===== src/rtl/bilbo_pkg.sv =====
// Shared definitions for the multi-mode self-test register.
// Assumes the mode encoding is fixed by the surrounding test controller.
package bilbo_pkg;

    typedef enum logic [1:0] {
        MODE_SHIFT = 2'b00,
        MODE_SELF  = 2'b01,
        MODE_CLEAR = 2'b10,
        MODE_PAR   = 2'b11
    } bilbo_mode_e;

endpackage


===== src/rtl/bilbo_fbk.sv =====
// Feedback generator: XOR of the state bits selected by TAP_MASK.
// Assumes TAP_MASK describes a primitive polynomial for a maximal sequence.
module bilbo_fbk #(
    parameter int              WIDTH    = 3,
    parameter logic [WIDTH-1:0] TAP_MASK = 3'b110
) (
    input  logic [WIDTH-1:0] state_i,
    output logic             fbk_o
);

    logic [WIDTH-1:0] tapped;

    // Select the tapped bits one by one.
    for (genvar t = 0; t < WIDTH; t++) begin : g_tap
        if (TAP_MASK[t]) begin : g_on
            assign tapped[t] = state_i[t];
        end else begin : g_off
            assign tapped[t] = 1'b0;
        end
    end

    assign fbk_o = ^tapped;

endmodule


===== src/rtl/bilbo_next.sv =====
// Next-state selector: picks the parallel, shift, clear or self-test value
// for each bit. Assumes the feedback bit is supplied by bilbo_fbk.
module bilbo_next
    import bilbo_pkg::*;
#(
    parameter int WIDTH = 3
) (
    input  bilbo_mode_e      mode_i,
    input  logic [WIDTH-1:0] state_i,
    input  logic [WIDTH-1:0] par_i,
    input  logic             ser_i,
    input  logic             fbk_i,
    output logic [WIDTH-1:0] next_o
);

    logic [WIDTH-1:0] shift_src;
    logic [WIDTH-1:0] lfsr_src;

    // Per-bit sources: bit 0 takes the serial input or feedback, others shift.
    for (genvar b = 0; b < WIDTH; b++) begin : g_bit
        if (b == 0) begin : g_head
            assign shift_src[b] = ser_i;
            assign lfsr_src[b]  = fbk_i;
        end else begin : g_body
            assign shift_src[b] = state_i[b-1];
            assign lfsr_src[b]  = state_i[b-1];
        end
    end

    // Choose the next state from the mode.
    always_comb begin
        unique case (mode_i)
            MODE_SHIFT: next_o = shift_src;
            MODE_SELF:  next_o = lfsr_src ^ par_i;
            MODE_CLEAR: next_o = '0;
            default:    next_o = par_i;
        endcase
    end

endmodule


===== src/rtl/bilbo_reg.sv =====
// Multi-mode self-test register (top). Holds WIDTH flops, which work as a
// parallel register, a scan shift register, a synchronous clear or an
// LFSR that generates patterns or compacts signatures.
// Assumes a single clock and a synchronous active-low reset.
module bilbo_reg
    import bilbo_pkg::*;
#(
    parameter int               WIDTH    = 3,
    parameter logic [WIDTH-1:0] TAP_MASK = 3'b110
) (
    input  logic             clk,
    input  logic             rst_n,
    input  logic [1:0]       mode,
    input  logic [WIDTH-1:0] d,
    input  logic             si,
    output logic [WIDTH-1:0] q,
    output logic             so
);

    localparam int MSB = WIDTH - 1;

    bilbo_mode_e      mode_e;
    logic             fbk;
    logic [WIDTH-1:0] q_next;

    assign mode_e = bilbo_mode_e'(mode);

    bilbo_fbk #(.WIDTH(WIDTH), .TAP_MASK(TAP_MASK)) i_fbk (
        .state_i (q),
        .fbk_o   (fbk)
    );

    bilbo_next #(.WIDTH(WIDTH)) i_next (
        .mode_i  (mode_e),
        .state_i (q),
        .par_i   (d),
        .ser_i   (si),
        .fbk_i   (fbk),
        .next_o  (q_next)
    );

    // State flops with synchronous reset.
    always_ff @(posedge clk) begin
        if (!rst_n) q <= '0;
        else        q <= q_next;
    end

    // Serial output is the last stage.
    assign so = q[MSB];


    reset_clear_chk: assert property (@(posedge clk)
        !rst_n |=> q == '0);


    par_load_chk: assert property (@(posedge clk) disable iff (!rst_n)
        mode == 2'b11 |=> q == $past(d));


    shift_chk: assert property (@(posedge clk) disable iff (!rst_n)
        mode == 2'b00 |=> q == {$past(q[MSB-1:0]), $past(si)});


    clear_chk: assert property (@(posedge clk) disable iff (!rst_n)
        mode == 2'b10 |=> q == '0);


    self_upper_chk: assert property (@(posedge clk) disable iff (!rst_n)
        mode == 2'b01 |=> q[MSB:1] == ($past(q[MSB-1:0]) ^ $past(d[MSB:1])));


    no_lockup_chk: assert property (@(posedge clk) disable iff (!rst_n)
        (mode == 2'b01 && d == '0 && q != '0) |=> q != '0);

endmodule


===== config.mk =====
export PLATFORM = sky130hd
export DESIGN_NAME = bilbo_reg
export DESIGN_NICKNAME = d
export VERILOG_FILES = /design/src/rtl/bilbo_pkg.sv /design/src/rtl/bilbo_fbk.sv /design/src/rtl/bilbo_next.sv /design/src/rtl/bilbo_reg.sv
export SDC_FILE = /design/constraint.sdc
export NUM_CORES = 1
export LEC_CHECK = 0
export BUFFER_PORTS_ARGS = -buffer_cell sky130_fd_sc_hd__buf_2
export CAP_MARGIN = 20
export CORE_AREA = 2 2 39 41
export CTS_BUF_LIST = sky130_fd_sc_hd__clkbuf_16
export DETAILED_ROUTE_END_ITERATION = 8
export DIE_AREA = 0 0 41 43
export PLACE_DENSITY = 0.44
export SYNTH_ARGS = -nofsm -noshare
export SYNTH_HDL_FRONTEND = slang
export SYNTH_SLANG_ARGS = --single-unit

===== constraint.sdc =====
create_clock -name clk -period 1 [get_ports clk]
set_input_delay 0.1 -clock clk [delete_from_list [all_inputs] [get_ports clk]]
set_output_delay 0.1 -clock clk [all_outputs]
set_load 0.01 [all_outputs]

==> results.py, run 1 <==
metrics = {
    "cells_and_area": {
        "largest_register": "q",
        "n_fill_cell": 154,
        "syn_to_final_growth_pct": 94.2,
        "largestRegisters": "q: 3 flops",
        "fin_nets": 44,
        "drive_gt1_share_pct": 51.4,
        "antenna-diode-count": 0,
        "layoutNonFillerInstCount": 51,
        "largest_reg_flops": 3,
    },
    "flow_run": {
        "cap_violations": 0,
    },
    "detailed_routing": {
        "drtPass1Iterations": 2,
        "drt_wl_total_um": 468,
        "routedWlPerCell_um": 9.18,
        "drt_iter0_markers": 1,
        "vias_per_cell": 3.63,
        "drc": 0,
        "num_vias": 185,
        "antenna_left": 0,
    },
    "critical_path": {
        "endpoint": "q[2]",
        "r2r-start": "q[1]",
        "setup.worst_path.start": "q[1]",
        "r2r-end": "q[2]",
        "cp-end-kind": "register",
        "r2r_slack_ns": 0.05,
        "cp.arrival_ns": 1.06,
        "rr_worst_depth": 4,
        "required_ns": 1.11,
        "cp_max_fo": 2,
        "critical_path_class": "reg -> reg",
        "startpoint_type": "register",
    },
    "clock_network": {
        "cts_setup_buffers": 0,
        "post_cts_resized": 3,
        "htree_num_levels": 1,
        "clk_latency_ns": 0.22,
        "cts_hold_buf": 0,
        "cts-root-buf": "clkbuf_16",
        "cts_buffer_depth": 2,
        "tritoncts": "built",
        "cts.clk_slew.worst_paths_ns": 0.03,
        "cts.sinks": 3,
        "numCtsBuffers": 3,
    },
    "synthesis": {
        "ys_types": 13,
        "synth_flop_cell": "dfxtp_1",
        "synth_common_cells": "3 x dfxtp_1, 3 x nand2_1, 2 x and2_1, 2 x nor2b_1, 2 x xnor2_1",
        "async_flop_share_pct": 0,
        "yosysTopAreaCell": "dfxtp_1",
        "yosys.area.top_type_share_pct": 34.5,
        "synth_area_leaders": "dfxtp_1 35%, xnor2_1 10%, and2_1 7.2%, and4bb_1 7.2%, nor2b_1 7.2%",
        "ys_seq_area_share_pct": 34.5,
        "synth-edff-count": 0,
        "synth_area_um2": 174,
        "synth_nets": 28,
        "yosys_register_bits": 3,
        "ys.warnings.count": 0,
        "syn_area_per_cell_um2": 8.70,
        "synth_cells": 20,
    },
    "sta": {
        "relSlewSlack_pct": 85.5,
        "setup_slack_ns": 0.0501,
        "worst_slew_pin_slew_ns": 0.215,
        "timing.setup.tns_ns": 0,
        "grt_setup_unrepaired": "false",
        "finalHoldViolations": 0,
        "skew_ns": 0.00157,
        "setup_viol": 0,
        "max_freq_mhz": 1050,
        "fin_crit_sh_pct": 95.0,
        "slew_violations": 0,
        "min_period_ns": 0.950,
    },
    "die": {
        "die_h_um": 43,
        "io_pins": 12,
        "die_x_um": 41,
        "core_mm2": 0.00138,
        "rows": 14,
        "die_area_mm2": 0.00176,
        "initial_core_util_pct": 12.6,
    },
    "global_route": {
        "grt_pass1_vias": 157,
        "grt_max_degree": 7,
        "gr-total-overflow": 0,
        "grt_pass1_wl_um": 662,
        "antenna_found_initial": 0,
        "grt_usage_pct": 6.31,
    },
    "place": {
        "dp_cells": 47,
        "routabilityCongestion": 0.647,
        "port_buffers": 11,
        "preCtsSetupSlack_ns": -0.0204,
    },
    "pwr": {
        "power.density_mw_per_mm2": 2460,
        "peakVddDrop_mv": 0.794,
        "power_leakage_uw": 0.000171,
    },
    "status": {
        "status": "completed",
    },
    "min_path": {
        "min_delay_path_depth": 2,
        "hp-class": "in -> reg",
    },
}
cell type report:
cell class	instances	area, um^2	share of cell area (%)
Multi-Input combinational cell	16	114	33.7
Tap cell	16	20.0	5.93
Sequential cell	3	62.6	18.5
Clock inverter	1	3.75	1.11
Timing Repair Buffer	12	62.6	18.5
Clock buffer	3	75.1	22.2
per-layer routing:
layer / global-route usage, % / share of wire, % / vias up
li1: - / - / 97
met2: 7.81 / 44 / 11
met1: 7.01 / 42 / 77
met5: 0 / 0 / -
met4: 2.00 / 0 / 0
met3: 6.81 / 14 / 0
layout by cell type (no fill, tap or decap):
cell       count
nand3_1        1
buf_4          1
a211o_1        1
dfxtp_1        1
and2_1         2
and4bb_1       1
inv_1          1
xnor2_1        2
xor2_2         1
nand4_1        1
o31ai_1        1
buf_2         11
nor2_1         1
nand2_1        3
clkbuf_16      3
nor2b_1        2
dfxtp_2        2
cells by family after synthesis:
kind of cell | share of synthesized area (%)
buf+inv | 4.32
compound gates | 9.36
simple gates | 36.7
flops | 34.5
xor+xnor | 15.1
worst max-delay path: stages (launching register included):
cell	delay (ns)
dfxtp_2	0.32
buf_4	0.13
nor2b_1	0.13
xnor2_1	0.11
and2_1	0.15
power by group:
| part | switching (uW) | internal, uW | leakage (uW) |
|---|---|---|---|
| logic | 34.6 | 41.6 | 0.000103 |
| registers | 8.07 | 131 | 0.0000255 |
| clock network | 99.6 | 515 | 0.0000423 |
| total | 142 | 688 | 0.000171 |
worst min-delay path by stage:
| stage | from | endpoint | slack (ns) |
|---|---|---|---|
| floorplan | rst_n | q[1] | 0.22 |
| global placement | rst_n | q[2] | 0.39 |
| detailed placement | rst_n | q[2] | 0.39 |
| CTS | rst_n | q[1] | 0.18 |
| global route | rst_n | q[1] | 0.20 |
| finish | rst_n | q[2] | 0.18 |
metrics by stage:
stage	total power [uW]	hold WS (ns)	area, um^2	util (%)
floorplan	176	0.222	174	-
global placement	214	0.391	249	18.0
detailed placement	214	0.393	249	18.0
CTS	844	0.180	338	24.4
global route	870	0.200	338	24.4
finish	830	0.176	338	24.4
Power figures use the tool's default switching activity.
==> run 2: changes to the inputs <==
- RECOVER_POWER: unset -> 100
==> results.py, run 2 (synthesized netlist as in run 1, its figures left out) <==
metrics = {
    "clock_network": {
        "cts-root-buf": "clkbuf_16",
        "cts.clk_slew.worst_paths_ns": 0.03,
        "htree_num_levels": 1,
        "clk_latency_ns": 0.22,
        "numCtsBuffers": 3,
        "cts.sinks": 3,
        "cts_buffer_depth": 2,
        "tritoncts": "built",
    },
    "critical_path": {
        "cp-end-kind": "register",
        "cp.arrival_ns": 1.06,
        "required_ns": 1.11,
        "r2r_slack_ns": 0.05,
        "r2r-start": "q[1]",
        "startpoint_type": "register",
        "critical_path_class": "reg -> reg",
        "setup.worst_path.start": "q[1]",
        "cp_max_fo": 2,
    },
    "cells_and_area": {
        "syn_to_final_growth_pct": 92.8,
        "final_cell_area_um2": 335,
        "fin_nets": 44,
        "mostFrequentLayoutCells": "9 x buf_2, 3 x nand2_1, 3 x clkbuf_16",
        "final_common_cell": "buf_2",
        "largest_register": "q",
        "largestRegisters": "q: 3 flops",
        "largest_reg_flops": 3,
        "antenna-diode-count": 0,
        "drive_gt1_share_pct": 45.7,
    },
    "die": {
        "die_h_um": 43,
        "core_mm2": 0.00138,
        "rows": 14,
        "die_x_um": 41,
        "die_area_mm2": 0.00176,
        "initial_core_util_pct": 12.6,
        "io_pins": 12,
    },
    "sta": {
        "finalHoldViolations": 0,
        "max_freq_mhz": 1050,
        "grt_setup_unrepaired": "false",
        "worst_slew_pin_slew_ns": 0.215,
        "relSlewSlack_pct": 85.5,
        "min_period_ns": 0.949,
        "slew_violations": 0,
        "fin_crit_sh_pct": 94.9,
        "setup_viol": 0,
        "skew_ns": 0.00147,
    },
    "place": {
        "port_buffers": 11,
        "dpl_cell_area_um2": 249,
        "routabilityCongestion": 0.647,
    },
    "detailed_routing": {
        "drt_iter0_markers": 3,
        "antenna_left": 0,
        "drc": 0,
        "vias_per_cell": 3.67,
        "routedWlPerCell_um": 9.12,
        "num_vias": 187,
        "drtPass1Iterations": 2,
        "drt_wl_total_um": 465,
    },
    "min_path": {
        "hp-class": "in -> reg",
        "hp-start": "rst_n",
    },
    "global_route": {
        "grt_pass1_wl_um": 662,
        "gr-total-overflow": 0,
        "grt_max_degree": 7,
        "antenna_found_initial": 0,
        "grt_pass1_vias": 157,
        "grt_usage_pct": 6.31,
    },
    "pwr": {
        "power.density_mw_per_mm2": 2470,
        "power_leakage_uw": 0.000163,
        "peakVddDrop_mv": 0.793,
        "p_total_uw": 828,
    },
    "status": {
        "status": "completed",
    },
    "flow_run": {
        "cap_violations": 0,
    },
}
[run 2: power by group]
part | internal (uW) | total [uW] | switching (uW) | leakage [uW]
registers | 131 | 140 | 8.18 | 0.0000255
logic | 39.7 | 74.3 | 34.6 | 0.0000950
clock network | 515 | 614 | 99.2 | 0.0000423
total | 686 | 828 | 142 | 0.000163
[run 2: worst max-delay path, cell delays in order, from the launching register on]
cell and delay [ns]:
dfxtp_2 0.32, buf_4 0.13, nor2b_1 0.13, xnor2_1 0.11, and2_1 0.15
[run 2: worst paths after layout]
kind / end / cells past startpoint
hold reg to reg: q[0] / 2
hold / removal: q[2] / 2
setup / recovery: q[2] / 4
setup reg to reg: q[2] / 4
[run 2: per-layer routing]
layer / wire length (um) / GRT usage (%)
met1: 192 / 7.01
met2: 207 / 7.81
met3: 64 / 6.81
met4: 0 / 2.00
met5: 0 / 0
[run 2: final cells by class]
| type | instances | area, um^2 |
|---|---|---|
| Fill cell | 156 | 1050 |
| Multi-Input combinational cell | 16 | 114 |
| Clock buffer | 3 | 75.1 |
| Sequential cell | 3 | 62.6 |
| Timing Repair Buffer | 12 | 60.1 |
| Tap cell | 16 | 20.0 |
| Clock inverter | 1 | 3.75 |
[run 2: per-stage QoR]
| step | hold WS [ns] | TNS [ns] | instances | utilization (%) | worst slack [ns] |
|---|---|---|---|---|---|
| 2_1_floorplan | 0.222 | 0 | 20 | - | 0.00377 |
| 3_3_place_gp | 0.391 | -0.0283 | 47 | 18.0 | -0.0283 |
| 3_5_place_dp | 0.393 | -0.0204 | 47 | 18.0 | -0.0204 |
| 4_1_cts | 0.180 | 0 | 51 | 24.4 | 0.0350 |
| 5_1_grt | 0.206 | 0 | 51 | 24.2 | 0.00267 |
| 6_report | 0.174 | 0 | 51 | 24.2 | 0.0506 |
[run 2: timing repair]
| action | 4_1_cts | 5_1_grt |
|---|---|---|
| endpoints found under the setup margin | 1 | 0 |
| buffers inserted | 0 | 0 |
| gates resized for setup | 3 | 0 |
| hold buffers | 0 | 0 |
